--- src/rtl/adc_strobe_stretch.sv ---
module adc_strobe_stretch #(
  parameter int STAGES      = 4,
  parameter int SYNC_STAGES = 2
) (
  input  logic clk,
  input  logic rst_n,
  input  logic step_en,
  input  logic wr_req_n,
  input  logic conv_done_n,
  output logic wr_strobe_n,
  output logic rd_strobe_n
);

  logic [STAGES-1:0]      wchain;
  logic [STAGES-1:0]      rchain;
  logic [SYNC_STAGES-1:0] sync;

  wire wr_clear = ~wr_req_n;

  always_ff @(posedge clk or negedge rst_n) begin
    if (!rst_n)        wchain <= '1;
    else if (wr_clear) wchain <= '0;
    else if (step_en)  wchain <= {wchain[STAGES-2:0], 1'b1};
  end

  always_ff @(posedge clk or negedge rst_n) begin
    if (!rst_n) sync <= '1;
    else        sync <= {sync[SYNC_STAGES-2:0], conv_done_n};
  end

  always_ff @(posedge clk or negedge rst_n) begin
    if (!rst_n)       rchain <= '1;
    else if (step_en) rchain <= {rchain[STAGES-2:0], sync[SYNC_STAGES-1]};
  end

  assign wr_strobe_n = wchain[STAGES-1];
  assign rd_strobe_n = rchain[STAGES-1];

endmodule

--- config.mk ---
export PLATFORM = sky130hd
export DESIGN_NAME = adc_strobe_stretch
export DESIGN_NICKNAME = d
export VERILOG_FILES = /design/src/rtl/adc_strobe_stretch.sv
export SDC_FILE = /design/constraint.sdc
export NUM_CORES = 1
export LEC_CHECK = 0
export BUFFER_PORTS_ARGS = -buffer_cell sky130_fd_sc_hd__buf_2
export CAP_MARGIN = 15
export CORE_AREA = 2 2 39 41
export CTS_CLUSTER_SIZE = 40
export DETAILED_ROUTE_END_ITERATION = 8
export DIE_AREA = 0 0 41 43
export HOLD_SLACK_MARGIN = 0.02
export PLACE_DENSITY = 0.45
export SETUP_SLACK_MARGIN = 0.15
export SYNTH_ARGS = -nofsm -noshare
export SYNTH_HDL_FRONTEND = slang
export SYNTH_SLANG_ARGS = --single-unit
--- constraint.sdc ---
create_clock -name clk -period 1.1 [get_ports clk]
set_clock_uncertainty 0.05 [all_clocks]
set_input_delay 0.22 -clock clk [delete_from_list [all_inputs] [get_ports clk]]
set_output_delay 0.22 -clock clk [all_outputs]
set_load 0.05 [all_outputs]
# Word-level counts from Yosys, hierarchy flattened
# Cells that the tools add are included.
# classes
add_sub_neg,0
n_mul,0
div_mod_pow,0
magnitude_cmp,0
n_eq_ne,1
shifts,0
mux,2
bitwise_logic,0
reduce_logical,0
# op_table
operator,count
$mux 4,2
$ne 2x2->1 const B,1
# totals
ff_bits,10
latchBits,0
ramBits,0
mem_bits_ro,0
input_bits,5
out_inout_bits,2
wordCells,6
mem_count,0

# Depth between registers and ports, before layout
# logic_depth
ltp_word,2
ltp_mapped,3

# Worst setup path after synthesis
# No wires, ideal clock.
# synth_timing
path_type,register to register
from,register wchain[3] (netlist name)
to,register wchain[3]
setup_ns,0.068
t_arrival_ns,0.878
required_ns,0.982
setup_slack_ns,0.104
stages_incl_launch_ff,3
n_path_buf,0
path_cell_list,dfstp_2 > mux2i_1 > nor2b_1
# synth_rtl
element,line_no,text
to (signal assigned),23,"else if (step_en) wchain <= {wchain[STAGES-2:0], 1'b1};"
to (decl),14,logic [STAGES-1:0] wchain;

# Final worst setup path
# layout_timing
from,register rchain[3]
to,output rd_strobe_n
# layout_rtl
element,line_no,text
from (decl),15,logic [STAGES-1:0] rchain;
from (signal assigned),33,"else if (step_en) rchain <= {rchain[STAGES-2:0], sync[SYNC_STAGES-1]};"
to (decl),11,output logic rd_strobe_n
# No word-level cell between the ends.

==> results_dict.tcl <==
set metrics [dict create \
    period_share_pct 110 \
    clockBufferDepth 2 \
    fill_cells 136 \
    hp-start "wr_req_n" \
    multiInputGateArea_um2 116 \
    cp_slowest_cell "dfstp_2" \
    dp_worst_setup_slack_ns 0.0735 \
    ir_worst_vdd_mv 0.454 \
    synth.distinct_cells 6 \
    chipHeight_um 43 \
    synth_compound_area_share_pct 1.92 \
    crit_start "rchain[3]" \
    syn_nets 27 \
    rr_startpoint "wchain[1]" \
    grt_max_degree 11 \
    h-tree-depth 1 \
    max_slew_margin_pct 84.2 \
    violations "negative setup slack" \
    grt_usage_pct 8.95 \
    cts-root-buf "clkbuf_4" \
    leakagePower_nw 0.213 \
    area_delta_synth_final_pct 26.0 \
    worstPathArrival_ns 0.94 \
    power.total_w 0.000826 \
    powerDensity_nw_per_um2 1680 \
    final-seq-area_um2 263 \
    crit_type "reg2out" \
    fin_ws_ns -0.106 \
    gp_congestion 0.626 \
    reg2reg_depth 2 \
    drv_cap 0 \
    row_count 14 \
    cpPeakStageDelay_ns 0.54 \
    cp_cell_sequence "buf_8" \
    core_region_area_um2 1380 \
    vias_per_cell 4.17 \
    hold_path_class "in2reg" \
    synthMuxAreaShare_pct 23.1 \
    cts.clk_slew.worst_paths_ns 0.06 \
    nNetsFinal 39 \
    fin_cells 48 \
    slew_violations 0 \
    portBuffers 6 \
    overflow 0 \
    final_cell_mix "dfstp_2, mux2_4, buf_2" \
    drive_gt1_share_pct 71.9 \
    vias 200 \
    ant_nets 0 \
    drc_errors 0 \
    worst-path-buf-inv 1 \
    grt_pass1_wl_um 1010 \
    cts_tree "done" \
    status "complete, but fails checks" \
    clock.fmax_mhz 829 \
    critPathTopFamily "flip-flops" \
    ys_warn_count 0 \
    antenna_found_initial 0 \
    end_kind "output port" \
    setup_viol 2 \
    seq_area_frac_synth_pct 67.3 \
    drt_iter0_drc 6 \
    n_antenna_cell 0 \
    min_period_ns 1.21 \
    ys_seq_elements 10 \
    wl_um 550 \
    grt_pass1_vias 246 \
    finalHoldViolCount 0 \
    place_inst 43 \
    synth-xor-area-share_pct 0 \
    initial_utilization_pct 28.2 \
    critPathRequiredTime_ns 0.83 \
    die_w_um 41 \
    clk_latency_ns 0.25 \
    die_area_um2 1760 \
    synthCells 22 \
    final_common_cell "dfstp_2" \
    synth-simple-area-share_pct 4.81 \
    synth_top_family_by_area "multiplexers" \
    cts_buffers 3 \
    cp_max_fo 2 \
    synth_area_um2 390 \
    clock-sinks 10 \
    worst_setup_path_start_kind "flip-flop" \
    holdWs_ns 0.129 \
    hold_depth 2 \
    wl_per_cell_um 11.5 \
    rsz0062_at_grt "true" \
    synth.avg_cell_area_um2 17.7 \
    first_pass_iters 2 \
    yosys.area_share.adder_pct 0 \
    boundaryPins 7 \
    crit_cells 1 \
    worstMarginPinSlew_ns 0.237 \
]
[Yosys cell counts]
cell type,number,area share [%]
buf_6,1,2.9
dfstp_2,10,67
mux2_4,4,15
mux2i_1,3,7.7
nor2b_1,3,4.8
o21a_1,1,1.9
[logic make-up (layout without fill, tap and decap cells)]
logic type / Yosys count / count (layout)
buffers and inverters: 1 / 11
flip-flops: 10 / 10
multiplexers: 7 / 7
AND/OR/NAND/NOR: 3 / 3
AO/OA/AOI/OAI: 1 / 1
[worst paths after layout]
path,to,slack (ns)
max reg2reg,wchain[1],0.26
min,wchain[0],0.13
min reg2reg,sync[1],0.31
min in group asynchronous,sync[0],0.53
max,rd_strobe_n,-0.11
max in group asynchronous,rchain[3],0.45
[layer usage]
metal	GRT usage [%]	share of wire [%]
met5	0	0
met4	6.00	0
met3	3.66	4.4
met2	12.8	50
met1	10.4	45
[flip-flops by register name, indices dropped and copies added (netlist names)]
signal	count
rchain	4
sync	2
wchain	4
[where the power goes]
group / internal [W] / switching [W] / leakage (nW)
sequential: 0.000430 / 0.0000215 / 0.105
clock: 0.000125 / 0.000108 / 0.0138
combinational: 0.0000784 / 0.0000638 / 0.0946
[timing repair]
| item | in CTS | in global routing |
|---|---|---|
| hold endpoints to repair | 11 | 0 |
| setup buffers | 0 | 0 |
| resized for setup | 6 | 0 |
| setup endpoints to repair | 2 | 2 |
| hold buffers | 2 | 0 |
[per-stage QoR]
step                TNS (ns)  cell area (µm²)  util [%]
floorplan                  0              390         -
global placement           0              429      31.0
detailed placement         0              429      31.0
CTS                   -0.236              492      35.5
global route          -0.284              492      35.5
finish                -0.210              492      35.5
[layout make-up]
| cell class | count | share of cell area (%) |
|---|---|---|
| clock buffers | 3 | 4.58 |
| multi-input cells | 11 | 23.7 |
| flip-flops and latches | 10 | 53.4 |
| well taps | 16 | 4.07 |
| repair buffers | 8 | 14.2 |
No activity file was read; power rests on OpenSTA's default activity.
